### src/rtl/stimer_cmp.sv
module stimer_cmp #(
  parameter int TW    = 64,
  parameter bit HAS_H = 1'b1
) (
  input  logic          clk,
  input  logic          rst_n,
  input  logic [TW-1:0] time_i,
  input  logic [1:0]    priv_i,
  input  logic          virt_i,
  input  logic          m_en_i,
  input  logic          h_en_i,
  input  logic          csr_valid_i,
  input  logic          csr_write_i,
  input  logic          csr_sel_i,
  input  logic [TW-1:0] csr_wdata_i,
  input  logic [1:0]    pend_we_i,
  input  logic [1:0]    pend_wd_i,
  output logic [TW-1:0] csr_rdata_o,
  output logic          illegal_o,
  output logic          vfault_o,
  output logic          stip_o,
  output logic          vstip_o
);
  logic [TW-1:0] s_cmp_q, vs_cmp_q;
  logic sw_s_q, sw_vs_q, stip_q, vstip_q;

  wire is_m   = (priv_i == 2'b11);
  wire is_s   = (priv_i == 2'b01);
  wire tgt_vs = (is_s && virt_i) || csr_sel_i;

  assign illegal_o = csr_valid_i && !is_m &&
                     (!is_s || !m_en_i || (tgt_vs && !HAS_H));
  assign vfault_o  = csr_valid_i && HAS_H && is_s && virt_i && m_en_i && !h_en_i;

  wire acc_ok = csr_valid_i && !illegal_o && !vfault_o;
  wire wr_s   = acc_ok && csr_write_i && !tgt_vs;
  wire wr_vs  = acc_ok && csr_write_i && tgt_vs;

  assign csr_rdata_o = !acc_ok ? '0 : (tgt_vs ? vs_cmp_q : s_cmp_q);
  assign stip_o  = stip_q;
  assign vstip_o = vstip_q;

  always_ff @(posedge clk or negedge rst_n) begin
    if (!rst_n) begin
      s_cmp_q <= '1;
      sw_s_q  <= 1'b0;
      stip_q  <= 1'b0;
    end else begin
      if (wr_s) s_cmp_q <= csr_wdata_i;
      if (pend_we_i[0]) sw_s_q <= pend_wd_i[0];
      stip_q <= m_en_i ? (time_i >= s_cmp_q) : sw_s_q;
    end
  end

  generate
    if (HAS_H) begin : g_vs
      always_ff @(posedge clk or negedge rst_n) begin
        if (!rst_n) begin
          vs_cmp_q <= '1;
          sw_vs_q  <= 1'b0;
          vstip_q  <= 1'b0;
        end else begin
          if (wr_vs) vs_cmp_q <= csr_wdata_i;
          if (pend_we_i[1]) sw_vs_q <= pend_wd_i[1];
          vstip_q <= (m_en_i && h_en_i) ? (time_i >= vs_cmp_q) : sw_vs_q;
        end
      end
    end else begin : g_no_vs
      wire unused_vs = wr_vs ^ h_en_i ^ pend_we_i[1] ^ pend_wd_i[1];
      assign vs_cmp_q = '1;
      assign sw_vs_q  = unused_vs & 1'b0;
      assign vstip_q  = 1'b0;
    end
  endgenerate
endmodule

### config.mk
export PLATFORM = sky130hd
export DESIGN_NAME = stimer_cmp
export DESIGN_NICKNAME = d
export VERILOG_FILES = /design/src/rtl/stimer_cmp.sv
export SDC_FILE = /design/constraint.sdc
export NUM_CORES = 1
export LEC_CHECK = 0
export BUFFER_PORTS_ARGS = -buffer_cell sky130_fd_sc_hd__buf_2
export CORE_ASPECT_RATIO = 0.75
export CORE_MARGIN = 3
export CORE_UTILIZATION = 47
export DETAILED_ROUTE_END_ITERATION = 8
export PLACE_DENSITY = 0.74
export SYNTH_ARGS = -nofsm -noshare
export SYNTH_HDL_FRONTEND = slang
export SYNTH_SLANG_ARGS = --single-unit
### constraint.sdc
create_clock -name clk -period 2.7 [get_ports clk]
set_clock_uncertainty 0.05 [all_clocks]
set_input_delay 0 -clock clk [delete_from_list [all_inputs] [get_ports clk]]
set_output_delay 0 -clock clk [all_outputs]
set_load 0.02 [all_outputs]
# After elaboration in Yosys (flattened, before gate mapping)
# Cells that the tools add are included.
# op_classes
n_lt_le_gt_ge	2
eq_ne	2
mux	4
n_reduce_logical	22
# op_table
operator	n
$ge A64 B64 Y1	2
$mux W64	2
$logic_and A1 B1 Y1	13
$logic_not A1 Y1	7
$eq A2 B1 Y1 const B	1
$eq A2 B2 Y1 const B	1
$logic_or A1 B1 Y1	2
$mux W1	2
# word_totals
ff_bits	132
out_inout_bits	68
wordCells	36

# Longest topological paths before layout
# Gate-level depths: netlist of run 1.
# depth
word_depth	9
mapped_depth	8

# Worst setup path after synthesis of run 1
# Ideal clock, no wire load.
# synth_path
path_kind	register -> register
startpoint	register s_cmp_q[1]
endpoint	register stip_q (netlist: stip_o)
setup_time_ns	0.135
arrival_time_ns	2.138
path_slack_ns	0.378
path_stages_with_launch	9
period_less_slack_ns	2.322
cell_sequence	dfstp_2 inv_1 ha_1 nor2b_1 o211ai_1 a21boi_0 or4_1 a2111oi_0 o41ai_1
# synth_between
elab_chain_len	2
# synth_rtl
element	line_no	text
from (decl)	24	logic [TW-1:0] s_cmp_q, vs_cmp_q;
from (signal assigned)	49	if (wr_s) s_cmp_q <= csr_wdata_i;
$ge A64 B64 Y1	51	stip_q <= m_en_i ? (time_i >= s_cmp_q) : sw_s_q;
$mux W1	51	
to (signal assigned)	51	
to (decl)	25	logic sw_s_q, sw_vs_q, stip_q, vstip_q;
# No other way between the ends.
# A chain may end at the register's enable or synchronous reset.

# Worst setup path in the final report of run 1
# layout_path
startpoint	register s_cmp_q[14]
endpoint	register stip_q (netlist: stip_o)
# The elaborated chain is that of the path after synthesis.

==> impl_metrics.tcl, run 1 <==
set metrics [dict create \
    maxCapViolations 0 \
    portBuffers 209 \
    end_kind "register" \
    synth_fa_ha_area_frac 0.179 \
    hold_start "time_i[47]" \
    grt_pass1_vias 8527 \
    p_per_area_nw_per_um2 690 \
    synth_top_family_by_area "adder cells" \
    fin_crit_ns 2.55 \
    met3_usage 0.0427 \
    final_cell_mix "nand2_1, buf_2, inv_1" \
    drc 0 \
    dpl.cell_count 1516 \
    first_pass_iters 5 \
    antenna_left 0 \
    status "finished clean" \
    syn_avg_cell_area_um2 8.18 \
    grt_busiest_layer "met2" \
    insertion_delay_ns 0.43 \
    dieArea_um2 20700 \
    power.total_uw 8000 \
    drive_gt1_frac 0.284 \
    dpl_cell_area_um2 10200 \
    grt_usage 0.260 \
    yosys_register_bits 132 \
    layout_commonest_cell "nand2_1" \
    path_max_fanout 3 \
    cts-htree-levels 4 \
    grt_max_degree 73 \
    ys_warn_count 0 \
    initial_utilization 0.482 \
    place_congestion 0.873 \
    peakVddDrop_mv 0.380 \
    startpoint "s_cmp_q[14]$_DFFE_PN1P_" \
    switchingPower_uw 2600 \
    hold_viol_final 0 \
    synth-simple-area-share 0.174 \
    switching_share 0.325 \
    clock-sinks 132 \
    async_flop_share 1.00 \
    die_h_um 125 \
    power_frac_seq 0.383 \
    yosys.cell_types.count 46 \
    intPower_uw 5400 \
    crit_required_ns 2.97 \
    finalWirelength_um 26500 \
    r2r-start "s_cmp_q[14]$_DFFE_PN1P_" \
    ys_seq_area_frac 0.387 \
    final_cells 1620 \
    num_vias 8516 \
    grt_pass1_wl_um 42600 \
    synth-compound-area-share 0.175 \
    grt_use_met2 0.391 \
    clock_path_buffers 2 \
    die_width_um 165 \
    fin_nets 1628 \
    final_area_um2 11600 \
    viasPerCell 5.26 \
    wl_per_cell_um 16.4 \
    grt_overflow_total 0 \
    antenna_found_initial 2 \
    critPathArrivalTime_ns 2.82 \
    fin_crit_sh 0.943 \
    crit_chain "inv_1, ha_1, nand4_1, nor4_2, a21boi_0, or4_4, a2111oi_4, buf_4, o41ai_1" \
    muxShareOfSynthArea 0.00504 \
    root_buffer "clkbuf_16" \
    max_freq_mhz 393 \
    slew_headroom 0.577 \
    cpMaxStageDelayCell "dfstp_2" \
    ios 210 \
    p_leak_uw 0.00552 \
    min_path_type "primary input to register" \
    share_comb_of_total_power 0.311 \
    drtIter0Drc 680 \
    syn-num-nets 1363 \
    row_count 43 \
    synthCells 1093 \
    area_growth_pct 29.7 \
    path_class "register to register" \
    synth_enable_flop_cells 0 \
    drv_slew 0 \
    p_clk_frac 0.306 \
    synth-main-ff-cell "dfstp_2" \
    synth-xor-area-share 0 \
    grtUsageMet1 0.381 \
    cts_buffers 17 \
    cts_tree "done" \
    cp-start-kind "register" \
    worst_slew_pin_slew_ns 0.629 \
    clkSlewWorstSetupHoldPaths_ns 0.06 \
    finalSetupViolations 0 \
    core_um2 18600 \
    syn_area_um2 8940 \
    hpwl_um 18800 \
    cp_slowest_stage_delay_ns 0.53 \
]
-- cells by family after synthesis --
family                   after synthesis
adder cells (fa/ha/maj)              128
AO/OA/AOI/OAI                        290
flip-flops                           132
buffers and inverters                176
multiplexers                           4
AND/OR/NAND/NOR                      363
-- worst paths after layout --
kind / end / slack, ns / depth (start not counted)
min reg2reg: s_cmp_q[5]$_DFFE_PN1P_ / 0.45 / 2
max: stip_o$_DFF_PN0_ / 0.15 / 9
max in group asynchronous: s_cmp_q[35]$_DFFE_PN1P_ / 1.69 / 3
min: stip_o$_DFF_PN0_ / 0.06 / 5
min in group asynchronous: vstip_o$_DFF_PN0_ / 0.10 / 2
max reg2reg: stip_o$_DFF_PN0_ / 0.15 / 9
-- cell usage after synthesis, types with 3 or more instances --
cell type  number  area (um^2)
buf_1           6         22.5
nor3_1          3         15.0
nor4_1          7         43.8
nand3_1        16         80.1
nand4_1        22          138
inv_1         129          484
o21ai_0        87          435
nor2_1          8         30.0
a21oi_1       114          571
dfstp_2       128         3360
o21ai_1        55          275
buf_4           6         45.0
a221oi_1        4         35.0
and4_1          5         43.8
buf_2          13         65.1
nor2b_1         5         31.3
dfrtp_1         4          100
ha_1          128         1600
clkbuf_1       20         75.1
nand2_1       285         1070
a21o_1         10         75.1
a21boi_0        3         22.5
-- timing repair --
item	in CTS	in global routing
hold endpoints to repair	174	0
resized for setup	0	7
setup buffers	0	0
hold buffers	70	0
endpoints found under the setup margin	0	1
-- layer usage --
| metal | part of all wire | vias to the layer above |
|---|---|---|
| li1 | - | 4226 |
| met3 | 0.066 | 43 |
| met1 | 0.48 | 3928 |
| met2 | 0.44 | 319 |
| met5 | 0 | - |
| met4 | 0.020 | 0 |
-- area by class of cell --
class,instances,area (um^2)
clock inverter,9,153
fill,1610,6960
inverter,129,484
clock buffer,23,458
multi-input combinational,785,4810
timing repair buffer,293,1920
tap,247,309
sequential,132,3460
antenna,2,5.00
-- power by group through the flow --
stage               clock network, uW  registers [uW]  logic (uW)
CTS                              2490            3060        2470
global placement                    0            3060        2280
finish                           2450            3070        2490
detailed placement                  0            3080        2360
floorplan                           0            3030        1610
global route                     2570            3120        2880
-- flip-flops by register name, summed over array words and instances, names as in the netlist --
| register | cells |
|---|---|
| stip_o | 1 |
| sw_s_q | 1 |
| vs_cmp_q | 64 |
| vstip_o | 1 |
| sw_vs_q | 1 |
| s_cmp_q | 64 |
-- stage by stage --
stage	hold slack [ns]	TNS, ns	setup WS, ns	utilization
floorplan	-0.346	0	0.378	-
global placement	0.00578	0	0.124	0.552
detailed placement	0.0135	0	0.0805	0.552
CTS	0.0500	0	0.0550	0.623
global route	0.0762	-0.0108	-0.0108	0.625
finish	0.0623	0	0.154	0.625
-- critical path: cells and delay by family (launching register included) --
family          cells  cell delay [ns]
buf+inv             2             0.22
compound gates      3             0.60
flops               1             0.53
simple gates        3             0.73
fa+ha+maj           1             0.31
(Power assumes the default switching activity.)
==> run 2: changes to the inputs <==
CELL_PAD_IN_SITES_DETAIL_PLACEMENT = 0   (was not set)
CELL_PAD_IN_SITES_GLOBAL_PLACEMENT = 1   (was not set)
CORE_UTILIZATION = 40   (was 47)
PLACE_DENSITY = 0.84   (was 0.74)
==> impl_metrics.tcl, run 2 (synthesis gave the netlist of run 1 again) <==
set metrics [dict create \
    crit_required_ns 2.92 \
    fin_nets 1630 \
    cts-htree-levels 4 \
    dieArea_um2 24200 \
    finish.utilization 0.541 \
    rsz0062_at_grt "no" \
    drv_slew 0 \
    finalSetupViolations 0 \
    max_freq_mhz 390 \
    row_count 46 \
    area_growth_pct 30.2 \
    first_pass_iters 5 \
    final_cell_mix "nand2_1, buf_2, inv_1" \
    drtIter0Drc 414 \
    path_class "register to register" \
    slew_headroom 0.451 \
    grt_pass1_vias 8240 \
    r2r_slack_ns 0.14 \
    fin_crit_sh 0.950 \
    core_um2 21500 \
    ios 210 \
    clock-sinks 132 \
    worst_slew_pin_slew_ns 0.823 \
    nFillCells 2094 \
    cts_tree "done" \
    wl_per_cell_um 16.4 \
    finalWirelength_um 27200 \
    viasPerCell 5.07 \
    antenna_found_initial 0 \
    hpwl_um 19700 \
    critPathArrivalTime_ns 2.79 \
    place_congestion 0.840 \
    end_kind "register" \
    setup-tns-final_ns 0 \
    path_max_fanout 2 \
    grt_overflow_total 0 \
    drive_gt1_frac 0.287 \
    p_per_area_nw_per_um2 682 \
    insertion_delay_ns 0.42 \
    clock_path_buffers 2 \
    drc 0 \
    status "finished clean" \
    cts_buffers 17 \
    die_width_um 179 \
    layout_commonest_cell "nand2_1" \
    grt_pass1_wl_um 43400 \
    maxCapViolations 0 \
    peakVddDrop_mv 0.366 \
    hold_viol_final 0 \
    min_path_type "primary input to register" \
    cp-start-kind "register" \
    initial_utilization 0.415 \
    die_h_um 135 \
    reg.largest.list "s_cmp_q: 64 flops, vs_cmp_q: 64 flops" \
    num_vias 8413 \
    antenna_left 0 \
    num_antenna_cells 0 \
    grt_usage 0.229 \
    clkSlewWorstSetupHoldPaths_ns 0.06 \
    p_leak_uw 0.00556 \
    root_buffer "clkbuf_16" \
    portBuffers 209 \
    grt_max_degree 133 \
    fin_crit_ns 2.56 \
]
run 2: final timing paths:
path / from / endpoint / cells after the start
min reg2reg: vs_cmp_q[60]$_DFFE_PN1P_ / vs_cmp_q[60]$_DFFE_PN1P_ / 2
min: time_i[63] / stip_o$_DFF_PN0_ / 6
min in group asynchronous: rst_n / sw_s_q$_DFFE_PN0P_ / 3
max reg2reg: s_cmp_q[1]$_DFFE_PN1P_ / stip_o$_DFF_PN0_ / 8
max in group asynchronous: rst_n / stip_o$_DFF_PN0_ / 3
max: s_cmp_q[1]$_DFFE_PN1P_ / stip_o$_DFF_PN0_ / 8
run 2: layout make-up:
cell class,count,area [um^2],area share
clock inverters,12,155,0.0133
multi-input cells,785,4790,0.412
well taps,288,360,0.0309
repair buffers,295,1930,0.166
flip-flops and latches,132,3460,0.297
inverters,129,484,0.0416
clock buffers,20,457,0.0392
run 2: repair_timing:
action                     4_1_cts  5_1_grt
hold buffers                    70        0
buffers inserted                 0        0
pin swaps                        0        2
setup endpoints to repair        1        1
hold endpoints to repair       135        0
resized for setup                1        4
run 2: worst max-delay path, cell delays in order, from the launching register on:
cell	delay, ns
dfstp_2	0.54
inv_1	0.05
ha_1	0.28
nor2b_1	0.14
o211ai_1	0.15
a21boi_0	0.10
or4_1	0.57
a2111oi_2	0.43
o41ai_1	0.12
run 2: power by group:
| group | switching [uW] | total (uW) | internal [uW] |
|---|---|---|---|
| sequential | 250 | 3060 | 2810 |
| clock | 904 | 2410 | 1500 |
| combinational | 1460 | 2470 | 1010 |
run 2: stage by stage:
stage	cells	cell area, um^2	worst slack [ns]	total power [uW]	hold slack, ns
floorplan	1093	8940	0.378	4640	-0.346
global placement	1559	10300	0.00637	5370	0.146
detailed placement	1559	10300	-0.0513	5450	0.150
CTS	1661	11600	0.0241	8000	0.0880
global route	1661	11600	0.00819	8540	0.125
finish	1661	11600	0.135	7940	0.102
run 2: routing by layer:
metal / track usage / up-vias / share of wire / routed length (um)
met1: 0.340 / 3902 / 0.50 / 13600
met5: 0 / - / 0 / 0
met4: 0.0593 / 0 / 0.013 / 352
met3: 0.0389 / 22 / 0.063 / 1710
met2: 0.344 / 250 / 0.43 / 11600
li1: - / 4239 / - / -
==> run 3: changes to the inputs <==
CORE_ASPECT_RATIO = 0.7   (was 0.75)
SETUP_SLACK_MARGIN = 0.2   (was not set)
==> impl_metrics.tcl, run 3 (synthesis gave the netlist of run 1 again) <==
set metrics [dict create \
    status "finished clean" \
    fin_crit_sh 0.949 \
    fin_crit_ns 2.56 \
    path_max_fanout 2 \
    num_vias 8467 \
    clock_path_buffers 2 \
    dieArea_um2 24200 \
    grt_max_degree 73 \
    grt_usage 0.231 \
    antenna_left 0 \
    worst_slew_pin_slew_ns 0.760 \
    insertion_delay_ns 0.42 \
    viasPerCell 5.12 \
    critPathArrivalTime_ns 2.79 \
    end_kind "register" \
    min_path_type "primary input to register" \
    cts-htree-levels 4 \
    initial_utilization 0.409 \
    setup-tns-final_ns 0 \
    area_growth_pct 32.7 \
    cp-start-kind "register" \
    first_pass_iters 6 \
    drc 0 \
    slew_headroom 0.494 \
    nFillCells 2095 \
    finalWirelength_um 27800 \
    hpwl_um 19600 \
    portBuffers 209 \
    max_freq_mhz 390 \
    die_h_um 131 \
    dpl_cell_area_um2 10300 \
    p_leak_uw 0.00558 \
    grt_pass1_wl_um 44500 \
    fin_nets 1629 \
    peakVddDrop_mv 0.381 \
    reg.largest.list "s_cmp_q: 64 flops, vs_cmp_q: 64 flops" \
    clock-sinks 132 \
    p_per_area_nw_per_um2 690 \
    root_buffer "clkbuf_16" \
    place_congestion 0.873 \
    row_count 45 \
    crit_required_ns 2.93 \
    clkSlewWorstSetupHoldPaths_ns 0.06 \
    antenna_found_initial 2 \
    drive_gt1_frac 0.303 \
    ios 210 \
    grt_pass1_vias 8339 \
    drtIter0Drc 543 \
    cts_tree "done" \
    hold_viol_final 0 \
    die_width_um 185 \
    wl_per_cell_um 16.8 \
    maxCapViolations 0 \
    rsz0062_at_grt "yes" \
    layout_commonest_cell "nand2_1" \
    path_class "register to register" \
    final_area_um2 11900 \
    drv_slew 0 \
    finalSetupViolations 0 \
    final_cell_mix "nand2_1, buf_2, dfstp_2" \
    core_um2 21800 \
    grt_overflow_total 0 \
    cts_buffers 17 \
]
[run 3: cell count changes in the layout (fill, tap and decap cells not counted), sizes merged]
cell	before	now
clkbuf	20	22
bufinv	3	4
clkinv	7	3
buf	225	224
diode	0	1
[run 3: timing repair]
| action | in CTS | in global routing |
|---|---|---|
| resized for setup | 16 | 18 |
| buffers inserted | 1 | 1 |
| endpoints found under the hold margin | 135 | 0 |
| pin swaps | 7 | 6 |
| gates cloned | 0 | 0 |
| hold buffers | 70 | 0 |
| setup endpoints to repair | 1 | 23 |
[run 3: worst paths after layout]
check / start / end / slack, ns / cells after the start
max in group asynchronous: rst_n / s_cmp_q[26]$_DFFE_PN1P_ / 1.58 / 3
hold reg to reg: vs_cmp_q[58]$_DFFE_PN1P_ / vs_cmp_q[58]$_DFFE_PN1P_ / 0.45 / 2
min in group asynchronous: rst_n / vstip_o$_DFF_PN0_ / 0.17 / 2
setup / recovery: s_cmp_q[8]$_DFFE_PN1P_ / stip_o$_DFF_PN0_ / 0.14 / 9
setup reg to reg: s_cmp_q[8]$_DFFE_PN1P_ / stip_o$_DFF_PN0_ / 0.14 / 9
hold / removal: time_i[63] / stip_o$_DFF_PN0_ / 0.09 / 6
[run 3: layout make-up]
class	count	area (um^2)	area share
Clock buffer	22	484	0.0408
Tap cell	282	353	0.0297
Sequential cell	132	3460	0.292
Timing Repair Buffer	294	1940	0.164
Clock inverter	9	150	0.0127
Inverter	129	484	0.0408
Multi-Input combinational cell	785	4990	0.420
Antenna cell	1	2.50	0.000211
[run 3: layer usage]
| layer | wire length [um] | track usage |
|---|---|---|
| met5 | 13 | 0 |
| met4 | 365 | 0.0587 |
| met3 | 1720 | 0.0387 |
| met2 | 11800 | 0.339 |
| met1 | 14000 | 0.352 |
[run 3: per-stage QoR]
step,setup slack (ns),hold slack (ns),utilization,cells,total power [uW]
3_3_place_gp,0.134,0.0657,0.471,1550,5380
2_1_floorplan,0.378,-0.346,-,1093,4640
5_1_grt,0.0494,0.113,0.543,1654,8800
3_5_place_dp,0.0675,0.0800,0.471,1550,5440
6_report,0.138,0.0854,0.543,1654,8190
4_1_cts,0.214,0.0550,0.538,1652,8190
[run 3: worst max-delay path, stage by stage, from the launching register on]
cell and delay (ns):
dfstp_2 0.52, inv_1 0.05, ha_1 0.28, nand4_1 0.16
nor2_1 0.08, a22o_1 0.22, or4_4 0.54, a2111oi_4 0.29
buf_4 0.16, o41ai_2 0.06
[run 3: where the power goes]
part / switching, uW / internal (uW)
registers: 252 / 2810
logic: 1520 / 1080
clock network: 893 / 1640
total: 2660 / 5520
